File: src/rtl/tsc_pkg.sv
package tsc_pkg;
  localparam int TSC_LINES    = 4;
  localparam int TSC_GROUP    = 4;
  localparam int TSC_CHANNELS = 512;
  localparam int TSC_ADVANCE  = 10;
  // address cycle -> data return -> output register
  localparam int TSC_PIPE     = 2;
endpackage

File: src/rtl/tsc_slot_cnt.sv
module tsc_slot_cnt #(
  parameter int FRAME = 2048,
  parameter int LOAD  = 12,
  localparam int SW   = $clog2(FRAME)
) (
  input  logic          clk_i,
  input  logic          rst_ni,
  input  logic          frame_i,
  output logic [SW-1:0] slot_o
);
  logic [SW-1:0] slot_q;

  always_ff @(posedge clk_i or negedge rst_ni) begin
    if (!rst_ni)                       slot_q <= SW'(LOAD);
    else if (frame_i)                  slot_q <= SW'(LOAD);
    else if (slot_q == SW'(FRAME - 1)) slot_q <= '0;
    else                               slot_q <= slot_q + 1'b1;
  end

  assign slot_o = slot_q;
endmodule

File: src/rtl/tsc_addr_map.sv
module tsc_addr_map #(
  parameter int CHANNELS = 512,
  parameter int GROUP    = 4,
  localparam int FRAME   = CHANNELS * GROUP,
  localparam int SW      = $clog2(FRAME),
  localparam int CW      = $clog2(CHANNELS),
  localparam int GW      = $clog2(GROUP)
) (
  input  logic [SW-1:0] slot_i,
  output logic [CW-1:0] chan_o,
  output logic [GW-1:0] grp_o
);
  // group varies fastest within a slot sequence
  assign chan_o = slot_i[SW-1:GW];
  assign grp_o  = slot_i[GW-1:0];
endmodule

File: src/rtl/tsc_bit_stage.sv
module tsc_bit_stage #(
  parameter int LINES = 4,
  parameter int GROUP = 4,
  localparam int GW   = $clog2(GROUP)
) (
  input  logic             clk_i,
  input  logic             rst_ni,
  input  logic             half_i,
  input  logic [GW-1:0]    grp_i,
  input  logic [LINES-1:0] bits_i,
  output logic [LINES-1:0] ctl_o
);
  logic [GW-1:0] grp_d;
  logic          kill;

  always_ff @(posedge clk_i or negedge rst_ni) begin
    if (!rst_ni) grp_d <= '0;
    else         grp_d <= grp_i;
  end

  // upper groups map to the unused upper half of the streams
  assign kill = half_i && (grp_d >= GW'(GROUP / 2));

  for (genvar l = 0; l < LINES; l++) begin : g_line
    logic bit_q;
    always_ff @(posedge clk_i or negedge rst_ni) begin
      if (!rst_ni) bit_q <= 1'b0;
      else         bit_q <= bits_i[l] & ~kill;
    end
    assign ctl_o[l] = bit_q;
  end
endmodule

File: src/rtl/tsc_idle_drv.sv
module tsc_idle_drv #(
  parameter int UPPER = 8
) (
  input  logic             half_i,
  input  logic             sel_i,
  output logic [UPPER-1:0] oe_o,
  output logic [UPPER-1:0] dat_o
);
  for (genvar p = 0; p < UPPER; p++) begin : g_pin
    assign oe_o[p]  = half_i & sel_i;
    assign dat_o[p] = 1'b1;
  end
endmodule

File: src/rtl/tsc_ctl_serializer.sv
module tsc_ctl_serializer
  import tsc_pkg::*;
#(
  parameter int LINES    = TSC_LINES,
  parameter int GROUP    = TSC_GROUP,
  parameter int CHANNELS = TSC_CHANNELS,
  parameter int ADVANCE  = TSC_ADVANCE,
  localparam int STREAMS = LINES * GROUP,
  localparam int FRAME   = CHANNELS * GROUP,
  localparam int SW      = $clog2(FRAME),
  localparam int CW      = $clog2(CHANNELS),
  localparam int GW      = $clog2(GROUP),
  localparam int UPPER   = STREAMS / 2,
  localparam int LOAD    = (ADVANCE + TSC_PIPE) % FRAME
) (
  input  logic             clk_i,
  input  logic             rst_ni,
  input  logic             frame_i,
  input  logic             half_mode_i,
  input  logic             idle_sel_i,
  output logic [CW-1:0]    rd_chan_o,
  output logic [GW-1:0]    rd_grp_o,
  input  logic [LINES-1:0] rd_bits_i,
  output logic [LINES-1:0] ctl_o,
  output logic [UPPER-1:0] upper_oe_o,
  output logic [UPPER-1:0] upper_dat_o
);
  logic [SW-1:0] slot;

  tsc_slot_cnt #(.FRAME(FRAME), .LOAD(LOAD)) u_cnt (
    .clk_i  (clk_i),
    .rst_ni (rst_ni),
    .frame_i(frame_i),
    .slot_o (slot)
  );

  tsc_addr_map #(.CHANNELS(CHANNELS), .GROUP(GROUP)) u_map (
    .slot_i(slot),
    .chan_o(rd_chan_o),
    .grp_o (rd_grp_o)
  );

  tsc_bit_stage #(.LINES(LINES), .GROUP(GROUP)) u_bits (
    .clk_i (clk_i),
    .rst_ni(rst_ni),
    .half_i(half_mode_i),
    .grp_i (rd_grp_o),
    .bits_i(rd_bits_i),
    .ctl_o (ctl_o)
  );

  tsc_idle_drv #(.UPPER(UPPER)) u_idle (
    .half_i(half_mode_i),
    .sel_i (idle_sel_i),
    .oe_o  (upper_oe_o),
    .dat_o (upper_dat_o)
  );
endmodule

File: config.mk
export PLATFORM = sky130hd
export DESIGN_NAME = tsc_ctl_serializer
export DESIGN_NICKNAME = d
export VERILOG_FILES = /design/src/rtl/tsc_pkg.sv /design/src/rtl/tsc_slot_cnt.sv /design/src/rtl/tsc_addr_map.sv /design/src/rtl/tsc_bit_stage.sv /design/src/rtl/tsc_idle_drv.sv /design/src/rtl/tsc_ctl_serializer.sv
export SDC_FILE = /design/constraint.sdc
export NUM_CORES = 1
export LEC_CHECK = 0
export BUFFER_PORTS_ARGS = -buffer_cell sky130_fd_sc_hd__buf_2
export CAP_MARGIN = 20
export CORE_UTILIZATION = 40
export CTS_CLUSTER_DIAMETER = 120
export DETAILED_ROUTE_END_ITERATION = 10
export PLACE_DENSITY_LB_ADDON = 0.1
export SETUP_SLACK_MARGIN = 0.05
export SYNTH_ARGS = -nofsm -noshare
export SYNTH_HDL_FRONTEND = slang
export SYNTH_SLANG_ARGS = --single-unit
File: constraint.sdc
create_clock -name clk_i -period 1.4 [get_ports clk_i]
set_input_delay 0.07 -clock clk_i [delete_from_list [all_inputs] [get_ports clk_i]]
set_output_delay 0.07 -clock clk_i [all_outputs]
set_load 0.02 [all_outputs]
==> reports/metrics.csv, run 1 <==
stage,metric,value,unit
grt,track_usage,16.6,%
setup_path,timing.setup.critical_path_class,reg -> reg,
synth,synth.top_cells.by_count,"sky130_fd_sc_hd__buf_4 (19), sky130_fd_sc_hd__dfrtp_1 (14), sky130_fd_sc_hd__a21oi_1 (6), sky130_fd_sc_hd__nand2_1 (6), sky130_fd_sc_hd__and2_1 (5)",
grt,gr-usage-met1,22.6,%
timing,layout_worst_path_cycle_share,103,%
setup_path,crit_path_leading_delay_family,simple AND/OR/NAND/NOR gates,
timing,tns,-0.0796,ns
cts,root_buffer,sky130_fd_sc_hd__clkbuf_4,
synth,yosys.cell_count.top_type,sky130_fd_sc_hd__buf_4,
setup_path,startpoint,u_cnt.slot_o[0],
synth,synth_edf_count,0,
die,design.core.area,0.00196,mm^2
grt,global_route_wire_length_before_repair,2.68,mm
timing,clock_skew,0.00448,ns
timing,max_freq,696,MHz
synth,netlist-cell-type-count,22,
routing,detailedRoute.firstPassIterationCount,4,
hold_path,hp-start,half_mode_i,
setup_path,critical-path-slowest-cell,sky130_fd_sc_hd__or4_4,
grt,initial_antenna_violation_count,0,
cts,clock-sinks,16,
timing,finalWorstPathRequiredPeriod,1.44,ns
die,fp-row-count,16,
power,leakage,0.558,nW
outcome,run_status,finished with violations,
grt,global_route.overflow_total,0,
timing,final-hold-violation-count,0,
synth,synth-seq-area-share,47.9,%
cts,worst_skew_pair.late_latency,0.28,ns
routing,ant_nets,0,
setup_path,setup.worst_path.start_class,register,
die,chipWidth,47.8,um
placed_design,placement.cell_area,0.00104,mm^2
die,i_o_pins,40,
placed_design,gp_routability_congestion,0.777,
timing,hold_slack,0.150,ns
hold_path,min_path_type,in -> reg,
cells_and_area,layout-drive-gt1-share,53.2,%
synth,synth_seq_cells,16,
cts,ctsHtreeMaxLevel,1,
cts,clk_pin_slew_worst_paths,0.10,ns
timing,rsz0062_at_grt,true,
synth,ys_dominant_reg_cell,sky130_fd_sc_hd__dfrtp_1,
synth,post_synth.cell_area_avg,10.0,um^2
die,dieArea,0.00229,mm^2
synth,postSynth.asyncResetShare,100,%
cts,clockBufferDepth,2,
setup_path,slowest_delay,0.53,ns
grt,gr-max-usage-layer,met2,
cells_and_area,area.growth.synth_to_final,39.9,%
synth,synthTopCellsByArea,"sky130_fd_sc_hd__dfrtp_1 (42%), sky130_fd_sc_hd__buf_4 (17%), sky130_fd_sc_hd__dfstp_2 (6.3%), sky130_fd_sc_hd__and2_1 (3.7%), sky130_fd_sc_hd__a21oi_1 (3.6%)",
die,floorplan.initialDensity,42.9,%
setup_path,worst_path_cell_chain,ha_4 > nand2_2 > or4_4 > a21oi_2,
setup_path,crit_fanout,5,
grt,largest_net_degree_at_the_start_of_global_routing,17,
power,ir_drop,0.000558,V
cts,postCtsSetupRepairBufs,0,
timing,final_critical_path_setup_slack,-0.0359,ns
grt,first_global_vias,622,
die,die_h,47.8,um
routing,drt-total-wl,1.71,mm
cells_and_area,antennaDiodeCount,0,
job,cap_violations,0,
synth,yosysTopAreaCellShare,41.7,%
routing,via_per_inst,4.73,
routing,post_detailed_route_drc_marker_count,0,
placed_design,total_half_perimeter_wirelength_after_legalization_and_detailed_placement,1.27,mm
outcome,failed_checks,setup timing,
routing,routed-via-count,714,
power,design_power_total,1.01,mW
power,power.density_cell_area,856,mW/mm^2
synth,yosysTopAreaCell,sky130_fd_sc_hd__dfrtp_1,
synth,yosys_synthesis_warning_count,0,
cells_and_area,design_area,0.00118,mm^2
grt,grtUsageMet2,27.3,%
setup_path,worstSetupEndpointType,register,
grt,groute.layer.met3.usage,2.26,%
setup_path,worst_ep_arrival,1.66,ns
setup_path,timing.rr.start,u_cnt.slot_o[0],
timing,setup_viol,3,
synth,post_synth_instance_area,841,um^2
routing,wl_per_cell,11.3,um
routing,dr.first_iter.drc_count,5,
synth,post_synth_inst_count,84,
cts,tritoncts_clock_tree,built,
timing,drv_slew,0,
setup_path,critical_path_required,1.62,ns
cells_and_area,design.final.nets,135,
cts,tritoncts.num_buffers,3,
setup_path,worstPathBufferInverterCount,0,
placed_design,port_buffers,31,
==> area by class of cell <==
type                       instances  area [um^2]
fill                             193          786
multi-input combinational         52          380
tap                               27         33.8
clock buffer                       4         36.3
sequential                        16          405
timing repair buffer              49          309
inverter                           3         11.3
==> final timing paths <==
kind                                          end  slack, ns  cells past startpoint
max in group asynchronous         u_cnt.slot_o[2]       0.87                      2
hold / removal             u_bits.g_line[3].bit_q       0.15                      3
setup / recovery                 u_cnt.slot_o[10]      -0.04                      4
min in group asynchronous        u_cnt.slot_o[10]       0.22                      2
hold reg to reg                   u_bits.grp_d[1]       0.46                      0
setup reg to reg                 u_cnt.slot_o[10]      -0.04                      4
==> placed cells by master, fill, tap and decap left out, types with 2 or more instances in the layout <==
master                           n
sky130_fd_sc_hd__buf_2          31
sky130_fd_sc_hd__dfrtp_1        12
sky130_fd_sc_hd__buf_4          11
sky130_fd_sc_hd__conb_1          8
sky130_fd_sc_hd__dlygate4sd3_1   6
sky130_fd_sc_hd__nand2_1         5
sky130_fd_sc_hd__and2_1          5
sky130_fd_sc_hd__o31ai_1         3
sky130_fd_sc_hd__inv_1           3
sky130_fd_sc_hd__a21oi_1         3
sky130_fd_sc_hd__a21oi_2         3
sky130_fd_sc_hd__nor2_2          3
sky130_fd_sc_hd__clkbuf_4        3
sky130_fd_sc_hd__nand3_2         2
sky130_fd_sc_hd__or4_1           2
sky130_fd_sc_hd__or4_4           2
sky130_fd_sc_hd__or3_1           2
sky130_fd_sc_hd__o21ai_0         2
sky130_fd_sc_hd__xor2_1          2
sky130_fd_sc_hd__dfrtp_2         2
sky130_fd_sc_hd__dfstp_2         2
==> kinds of logic (layout without fill, tap and decap cells) <==
family                     after synthesis  count (layout)  share of synthesized area (%)
AOI/OAI and AO/OA                       14              14                           10.9
xor gates and xnor gates                 3               3                           3.13
adders and majority gates                1               1                           1.49
buffers and inverters                   23              56                           18.9
DFF                                     16              16                           47.9
other                                    1               8                          0.446
and+or+nand+nor                         26              26                           17.3
==> stage by stage <==
| step | util [%] | setup WS [ns] | std cells |
|---|---|---|---|
| finish | 59.9 | -0.0359 | 151 |
| global placement | 53.0 | 0.000712 | 141 |
| CTS | 58.1 | -0.0355 | 151 |
| global route | 59.9 | -0.0979 | 151 |
| floorplan | - | -0.123 | 91 |
| detailed placement | 53.0 | -0.00696 | 141 |
==> state kept, by name, summed over array words and instances (netlist names) <==
signal,flops
u_bits.g_line.bit_q,4
u_bits.grp_d,1
u_cnt.slot_o,11
==> worst register-to-register path: cells and delay by family, from the launching register on <==
family          cells  cell delay (ns)
compound gates      1             0.14
fa+ha+maj           1             0.17
flops               1             0.44
simple gates        2             0.64
==> power by group <==
| part | leakage [nW] | switching, mW | internal, mW |
|---|---|---|---|
| sequential | 0.202 | 0.0173 | 0.488 |
| clock | 0.0210 | 0.145 | 0.158 |
| combinational | 0.334 | 0.121 | 0.0778 |
==> per-layer routing <==
metal  wire (um)  vias up
li1            -      345
met1         787      335
met2         809       30
met3          96        4
met4          16        0
met5           0        -
==> what timing repair did <==
item / 4_1_cts / 5_1_grt
hold buffers: 6 / 0
pin swaps: 0 / 2
resized for setup: 1 / 11
setup endpoints to repair: 6 / 10
endpoints found under the hold margin: 23 / 0
Power figures use the tool's default switching activity.
==> run 2: changes to the inputs <==
--- a/config.mk
+++ b/config.mk
@@ -11,6 +11,7 @@
 export CTS_CLUSTER_DIAMETER = 120
 export DETAILED_ROUTE_END_ITERATION = 10
 export PLACE_DENSITY_LB_ADDON = 0.1
+export REMOVE_ABC_BUFFERS = 1
 export SETUP_SLACK_MARGIN = 0.05
 export SYNTH_ARGS = -nofsm -noshare
 export SYNTH_HDL_FRONTEND = slang
==> run 2 against run 1 <==
  * The flow now finishes without violations
  * Non-clock buffer count grew 6
  * Highest routed layer unchanged
  * Sequential share of layout area is 0.89 points lower
  * Global-route usage increased by 1.2 points
  * Critical path depth unchanged
  * Design area grew 2.0%
  * Largest cell class unchanged
  * Combinational power rose by 11%
==> reports/metrics.csv, run 2 (synthesized netlist as in run 1, its figures left out) <==
stage,metric,value,unit,change
outcome,run_status,"finished, final reports clean",,
setup_path,timing.rr.start,u_cnt.slot_o[3],,
cts,ctsHtreeMaxLevel,1,,unchanged
cells_and_area,fillers,189,,-2.1%
cells_and_area,layout-drive-gt1-share,51.9,%,-1.3 points
power,leakage,0.573,nW,+2.7%
power,ir_drop,0.000603,V,+8.1%
setup_path,critical_path_required,1.63,ns,about the same
power,power.density_cell_area,861,mW/mm^2,+0.66%
die,dieArea,0.00229,mm^2,unchanged
setup_path,rr_worst_depth,4,,unchanged
timing,layout_worst_path_cycle_share,99.4,%,-3.2 points
setup_path,timing.reg2reg.setup_slack,0.008,ns,+0.04 ns
setup_path,timing.setup.critical_path_class,reg -> reg,,
cts,clock-sinks,16,,unchanged
job,cap_violations,0,,unchanged
routing,routed-via-count,740,,+3.6%
die,fp-row-count,16,,unchanged
placed_design,total_half_perimeter_wirelength_after_legalization_and_detailed_placement,1.25,mm,-1.4%
cells_and_area,design.final.nets,142,,+5.2%
setup_path,critical_path.endpoint,u_cnt.slot_o[6],,
die,die_h,47.8,um,unchanged
cts,worst_skew_pair.late_latency,0.29,ns,about the same
routing,dr.first_iter.drc_count,6,,+1
setup_path,worst_path_cell_chain,nand3_2 > buf_4 > or3_1 > a21oi_1,,
timing,final-hold-violation-count,0,,unchanged
cells_and_area,final_cells,158,,+4.6%
setup_path,slowest_delay,0.59,ns,+0.06 ns
grt,track_usage,17.8,%,+1.2 points
routing,drt-total-wl,1.82,mm,+6.6%
cells_and_area,area.growth.synth_to_final,42.7,%,
setup_path,worstPathBufferInverterCount,1,,+1
routing,post_detailed_route_drc_marker_count,0,,unchanged
timing,drv_slew,0,,unchanged
timing,final_critical_path_setup_slack,0.00835,ns,+0.0443 ns
cts,root_buffer,sky130_fd_sc_hd__clkbuf_4,,
timing,finalWorstPathRequiredPeriod,1.39,ns,-0.0443 ns
setup_path,worst_ep_arrival,1.62,ns,-0.04 ns
cells_and_area,largest_register_ffs,11,,unchanged
timing,rsz0062_at_grt,true,,
cts,tritoncts.num_buffers,3,,unchanged
timing,max_freq,719,MHz,+3.2%
die,floorplan.initialDensity,42.9,%,unchanged
routing,wl_per_cell,11.5,um,+1.9%
cts,tritoncts_clock_tree,built,,
placed_design,gp_routability_congestion,0.738,,-5.0%
routing,via_per_inst,4.68,,-0.95%
setup_path,r2r-end,u_cnt.slot_o[6],,
setup_path,cp_num_cells,4,,unchanged
timing,tns,0,ns,+0.0796 ns
placed_design,port_buffers,31,,unchanged
placed_design,pre_cts_slack,-0.0547,ns,-0.0478 ns
grt,global_route.overflow_total,0,,unchanged
setup_path,worstSetupEndpointType,register,,
cts,clk_pin_slew_worst_paths,0.10,ns,about the same
setup_path,startpoint,u_cnt.slot_o[3],,
cells_and_area,mostFrequentLayoutCells,"sky130_fd_sc_hd__buf_2 (30), sky130_fd_sc_hd__buf_4 (19), sky130_fd_sc_hd__dfrtp_1 (14), sky130_fd_sc_hd__conb_1 (8), sky130_fd_sc_hd__dlygate4sd3_1 (6)",,
timing,clock_skew,0.00567,ns,+0.00119 ns
setup_path,critical-path-slowest-cell,sky130_fd_sc_hd__dfstp_2,,
setup_path,setup.worst_path.start_class,register,,
cts,clockBufferDepth,2,,unchanged
setup_path,crit_fanout,5,,unchanged
placed_design,placed_cells_incl_taps,142,,+0.71%
routing,ant_nets,0,,unchanged
cells_and_area,antennaDiodeCount,0,,unchanged
grt,initial_antenna_violation_count,0,,unchanged
timing,hold_slack,0.144,ns,-0.00600 ns
routing,detailedRoute.firstPassIterationCount,4,,unchanged
grt,global_route_wire_length_before_repair,2.73,mm,+2.1%
cells_and_area,mostFrequentLayoutCell,sky130_fd_sc_hd__buf_2,,
die,design.core.area,0.00196,mm^2,unchanged
timing,setup_viol,0,,-3
hold_path,hp-start,half_mode_i,,
die,chipWidth,47.8,um,unchanged
grt,first_global_vias,628,,+0.96%
die,i_o_pins,40,,unchanged
setup_path,crit_path_leading_delay_family,flip-flops,,
grt,largest_net_degree_at_the_start_of_global_routing,17,,unchanged
hold_path,min_path_type,in -> reg,,
-- run 2: worst min-delay path by stage --
stage | to | depth (start not counted)
2_1_floorplan | u_bits.g_line[0].bit_q | 0
3_3_place_gp | u_cnt.slot_o[6] | 1
3_5_place_dp | u_cnt.slot_o[6] | 1
4_1_cts | u_bits.g_line[3].bit_q | 3
5_1_grt | u_bits.g_line[2].bit_q | 3
6_report | u_bits.g_line[3].bit_q | 3
-- run 2: per-stage QoR --
| stage | total power, mW | utilization (%) | cell area, um^2 |
|---|---|---|---|
| floorplan | 0.607 | - | 719 |
| global placement | 0.692 | 51.3 | 1010 |
| detailed placement | 0.696 | 51.3 | 1010 |
| CTS | 1.03 | 59.1 | 1160 |
| global route | 1.09 | 61.2 | 1200 |
| finish | 1.03 | 61.2 | 1200 |
-- run 2: what timing repair did --
item	CTS	global route
endpoints found under the setup margin	9	10
gates resized for setup	4	9
hold buffers	6	0
setup buffers	4	1
cloned	1	0
hold endpoints to repair	23	0
pin swaps	4	2
-- run 2: worst min-delay path: stages --
cell                      delay, ns
sky130_fd_sc_hd__buf_2         0.08
sky130_fd_sc_hd__nand2_1       0.08
sky130_fd_sc_hd__and2_1        0.16
-- run 2: layout make-up --
cell class                      instances  area [um^2]  share of cell area (%)
Inverter                                3         11.3                   0.938
Timing Repair Buffer                   55          353                    29.4
Sequential cell                        16          403                    33.6
Tap cell                               27         33.8                    2.82
Multi-Input combinational cell         53          363                    30.2
Clock buffer                            4         36.3                    3.02
-- run 2: per-layer routing --
layer	routed length [um]	GRT usage, %
met5	0	0
met4	27	8.33
met3	69	4.53
met2	922	27.6
met1	802	23.0
-- run 2: power by group --
group / total, mW / internal [mW] / switching, mW
combinational: 0.220 / 0.0913 / 0.129
clock: 0.313 / 0.158 / 0.155
sequential: 0.500 / 0.487 / 0.0134
==> run 3: changes to the inputs <==
--- a/config.mk
+++ b/config.mk
@@ -5,9 +5,10 @@
 export SDC_FILE = /design/constraint.sdc
 export NUM_CORES = 1
 export LEC_CHECK = 0
+export ABC_AREA = 1
 export BUFFER_PORTS_ARGS = -buffer_cell sky130_fd_sc_hd__buf_2
 export CAP_MARGIN = 20
-export CORE_UTILIZATION = 40
+export CORE_UTILIZATION = 41
 export CTS_CLUSTER_DIAMETER = 120
 export DETAILED_ROUTE_END_ITERATION = 10
 export PLACE_DENSITY_LB_ADDON = 0.1
==> run 3 against run 2 <==
  * Critical path depth grew 2
  * First-iteration DRC count increased by 67%
  * Hold slack lost 0.13 ns
  * Wire length down 19%
  * Worst setup slack improved by 0.14 ns
  * Area after synthesis is 6.0% higher
  * Flip-flop and latch count stayed put
  * Clock power shrank 22%
  * Non-clock buffer count fell by 21
  * Critical path type unchanged
  * Highest routed layer unchanged
  * Synthesized cell count grew 23%
  * Critical endpoint is now u_cnt.slot_o[5]
  * Register-to-register slack better by 0.14 ns
  * Power fell by 12%
==> reports/metrics.csv, run 3 <==
stage,metric,value,unit,change
cells_and_area,antennaDiodeCount,0,,unchanged
routing,ant_nets,0,,unchanged
placed_design,port_buffers,31,,unchanged
grt,largest_net_degree_at_the_start_of_global_routing,17,,unchanged
hold_path,worstHoldPathCells,2,,-1
placed_design,gp_routability_congestion,0.796,,+7.8%
synth,yosys.cell_count.top_type,sky130_fd_sc_hd__nand2_1,,
routing,post_detailed_route_drc_marker_count,0,,unchanged
die,floorplan.initialDensity,44.5,%,+1.6 points
synth,ys_dominant_reg_cell,sky130_fd_sc_hd__dfrtp_1,,
timing,layout_worst_path_cycle_share,89.2,%,-10 points
grt,global_route.overflow_total,0,,unchanged
die,i_o_pins,40,,unchanged
synth,synth_edf_count,0,,unchanged
die,die_h,48.6,um,+1.6%
routing,routed-via-count,672,,-9.2%
setup_path,rr_worst_depth,6,,+2
die,chipWidth,48.6,um,+1.6%
routing,via_per_inst,4.31,,-8.0%
power,ir_drop,0.000639,V,+5.9%
timing,finalWorstPathRequiredPeriod,1.25,ns,-0.143 ns
routing,wl_per_cell,9.46,um,-18%
setup_path,timing.reg2reg.setup_slack,0.15,ns,+0.14 ns
routing,dr.first_iter.drc_count,10,,+4
setup_path,crit_fanout,6,,+1
grt,global_route_wire_length_before_repair,2.49,mm,-8.9%
synth,netlist-cell-type-count,20,,-9.1%
grt,initial_antenna_violation_count,0,,unchanged
timing,max_freq,801,MHz,+11%
cts,ctsHtreeMaxLevel,1,,unchanged
cts,clk_pin_slew_worst_paths,0.09,ns,about the same
setup_path,worstSetupEndpointType,register,,
cells_and_area,mostFrequentLayoutCells,"sky130_fd_sc_hd__buf_2 (31), sky130_fd_sc_hd__nand2_1 (20), sky130_fd_sc_hd__dfrtp_1 (14), sky130_fd_sc_hd__nor2_1 (12), sky130_fd_sc_hd__inv_1 (11)",,
setup_path,timing.rr.start,u_cnt.slot_o[1],,
timing,clock_skew,0.00789,ns,+0.00223 ns
setup_path,critical_path_required,1.57,ns,-0.06 ns
synth,post_synth.cell_area_avg,8.65,um^2,-14%
timing,setup_viol,0,,unchanged
cells_and_area,postLayoutCoreUtil,51.1,%,-10 points
cells_and_area,area.growth.synth_to_final,14.7,%,
grt,track_usage,13.9,%,-3.9 points
synth,yosys_synthesis_warning_count,0,,unchanged
hold_path,min_path_type,in -> reg,,
synth,synth.top_cells.by_count,"sky130_fd_sc_hd__nand2_1 (20), sky130_fd_sc_hd__buf_4 (19), sky130_fd_sc_hd__dfrtp_1 (14)",,
die,dieArea,0.00236,mm^2,+3.2%
power,power.density_cell_area,891,mW/mm^2,+3.5%
synth,postSynth.asyncResetShare,100,%,unchanged
power,design_power_total,0.911,mW,-12%
die,design.core.area,0.00200,mm^2,+2.0%
power,leakage,0.553,nW,-3.4%
placed_design,total_half_perimeter_wirelength_after_legalization_and_detailed_placement,1.15,mm,-7.6%
setup_path,worst_ep_arrival,1.41,ns,-0.21 ns
setup_path,r2r-end,u_cnt.slot_o[5],,
timing,final-hold-violation-count,0,,unchanged
synth,synthTopCellsByArea,"sky130_fd_sc_hd__dfrtp_1 (39%), sky130_fd_sc_hd__buf_4 (16%), sky130_fd_sc_hd__nand2_1 (8.4%), sky130_fd_sc_hd__dfstp_2 (5.9%), sky130_fd_sc_hd__nor2_1 (5.1%)",,
cts,worst_skew_pair.late_latency,0.28,ns,about the same
cts,root_buffer,sky130_fd_sc_hd__clkbuf_4,,
setup_path,timing.setup.critical_path_class,reg -> reg,,
die,fp-row-count,16,,unchanged
cells_and_area,largest_register_ffs,11,,unchanged
cts,clockBufferDepth,2,,unchanged
grt,first_global_vias,541,,-14%
cells_and_area,design.final.nets,140,,-1.4%
cells_and_area,layout-drive-gt1-share,35.7,%,-16 points
routing,detailedRoute.firstPassIterationCount,4,,unchanged
timing,tns,0,ns,unchanged
timing,drv_slew,0,,unchanged
synth,post_synth_inst_count,103,,+23%
synth,post_synth_instance_area,891,um^2,+6.0%
timing,hold_slack,0.0171,ns,-0.127 ns
setup_path,setup.worst_path.start_class,register,,
placed_design,pre_cts_slack,0.137,ns,+0.192 ns
synth,yosysTopAreaCellShare,39.3,%,-2.3 points
cts,tritoncts_clock_tree,built,,
cells_and_area,mostFrequentLayoutCell,sky130_fd_sc_hd__buf_2,,
timing,final_critical_path_setup_slack,0.151,ns,+0.143 ns
timing,rsz0062_at_grt,false,,
routing,drt-total-wl,1.48,mm,-19%
synth,yosysTopAreaCell,sky130_fd_sc_hd__dfrtp_1,,
cts,clock-sinks,16,,unchanged
cts,tritoncts.num_buffers,3,,unchanged
hold_path,hp-start,half_mode_i,,
cells_and_area,fillers,205,,+8.5%
synth,synth-seq-area-share,45.2,%,-2.7 points
job,cap_violations,0,,unchanged
outcome,run_status,"finished, final reports clean",,
synth,synth_seq_cells,16,,unchanged
hold_path,worstHoldEndpoint,u_bits.g_line[1].bit_q,,
-- run 3: cell count changes in the layout (fill, tap and decap cells not counted), moves of 3 or more --
| cell | before | now |
|---|---|---|
| sky130_fd_sc_hd__a21boi_0 | 0 | 4 |
| sky130_fd_sc_hd__nor2_4 | 0 | 3 |
| sky130_fd_sc_hd__and2_1 | 5 | 0 |
| sky130_fd_sc_hd__buf_4 | 19 | 1 |
| sky130_fd_sc_hd__nor2_1 | 1 | 12 |
| sky130_fd_sc_hd__dlygate4sd3_1 | 6 | 2 |
| sky130_fd_sc_hd__inv_1 | 3 | 11 |
| sky130_fd_sc_hd__o31ai_1 | 3 | 0 |
| sky130_fd_sc_hd__nand2_1 | 5 | 20 |
-- run 3: worst max-delay path by stage --
stage / startpoint / endpoint / slack [ns] / depth (start not counted)
2_1_floorplan: u_cnt.slot_o[0] / u_cnt.slot_o[0] / 0.11 / 6
3_3_place_gp: u_cnt.slot_o[1] / u_cnt.slot_o[9] / 0.18 / 6
3_5_place_dp: u_cnt.slot_o[1] / u_cnt.slot_o[7] / 0.14 / 6
4_1_cts: u_cnt.slot_o[0] / u_cnt.slot_o[0] / 0.13 / 6
5_1_grt: u_cnt.slot_o[1] / u_cnt.slot_o[1] / 0.05 / 6
6_report: u_cnt.slot_o[1] / u_cnt.slot_o[5] / 0.15 / 6
-- run 3: cell families (layout without fill, tap and decap cells) --
logic type | after synthesis | in the layout | synth area share, %
compound gates | 8 | 8 | 5.62
xor+xnor | 2 | 2 | 1.97
other cells | 1 | 8 | 0.421
simple gates | 44 | 44 | 24.3
flops | 16 | 16 | 45.2
buf+inv | 31 | 50 | 21.1
fa+ha+maj | 1 | 1 | 1.40
-- run 3: critical path: stages, from the launching register on --
cell and delay (ns):
sky130_fd_sc_hd__dfrtp_1 0.40, sky130_fd_sc_hd__ha_1 0.18, sky130_fd_sc_hd__nand2_1 0.11, sky130_fd_sc_hd__nor2_4 0.15, sky130_fd_sc_hd__nand3_2 0.13, sky130_fd_sc_hd__nand2_4 0.11
sky130_fd_sc_hd__a21oi_1 0.05
-- run 3: metrics by stage --
stage,cells,instance area (um^2)
detailed placement,149,963
finish,156,1020
CTS,155,1010
floorplan,91,774
global route,156,1020
global placement,149,963
-- run 3: timing repair --
action / in CTS / in global routing
setup endpoints to repair: 0 / 6
resized for setup: 0 / 1
hold buffers: 2 / 0
buffers inserted: 0 / 1
endpoints found under the hold margin: 17 / 0
-- run 3: cell type report --
class,count,area (um^2),share of cell area [%]
Tap cell,27,33.8,3.30
Clock buffer,4,26.3,2.57
Multi-Input combinational cell,63,332,32.4
Sequential cell,16,403,39.4
Timing Repair Buffer,34,183,17.9
Inverter,12,45.0,4.41
-- run 3: where the power goes --
part	internal (mW)	leakage [nW]	total, mW	switching, mW
clock	0.111	0.0150	0.243	0.133
combinational	0.0523	0.333	0.165	0.113
sequential	0.486	0.205	0.503	0.0165
-- run 3: routing by layer --
| metal | GRT usage [%] | part of all wire (%) | up-vias |
|---|---|---|---|
| li1 | - | - | 340 |
| met1 | 19.1 | 49 | 301 |
| met2 | 19.2 | 43 | 29 |
| met3 | 3.46 | 6.6 | 2 |
| met4 | 8.82 | 0.95 | 0 |
| met5 | 0 | 0 | - |
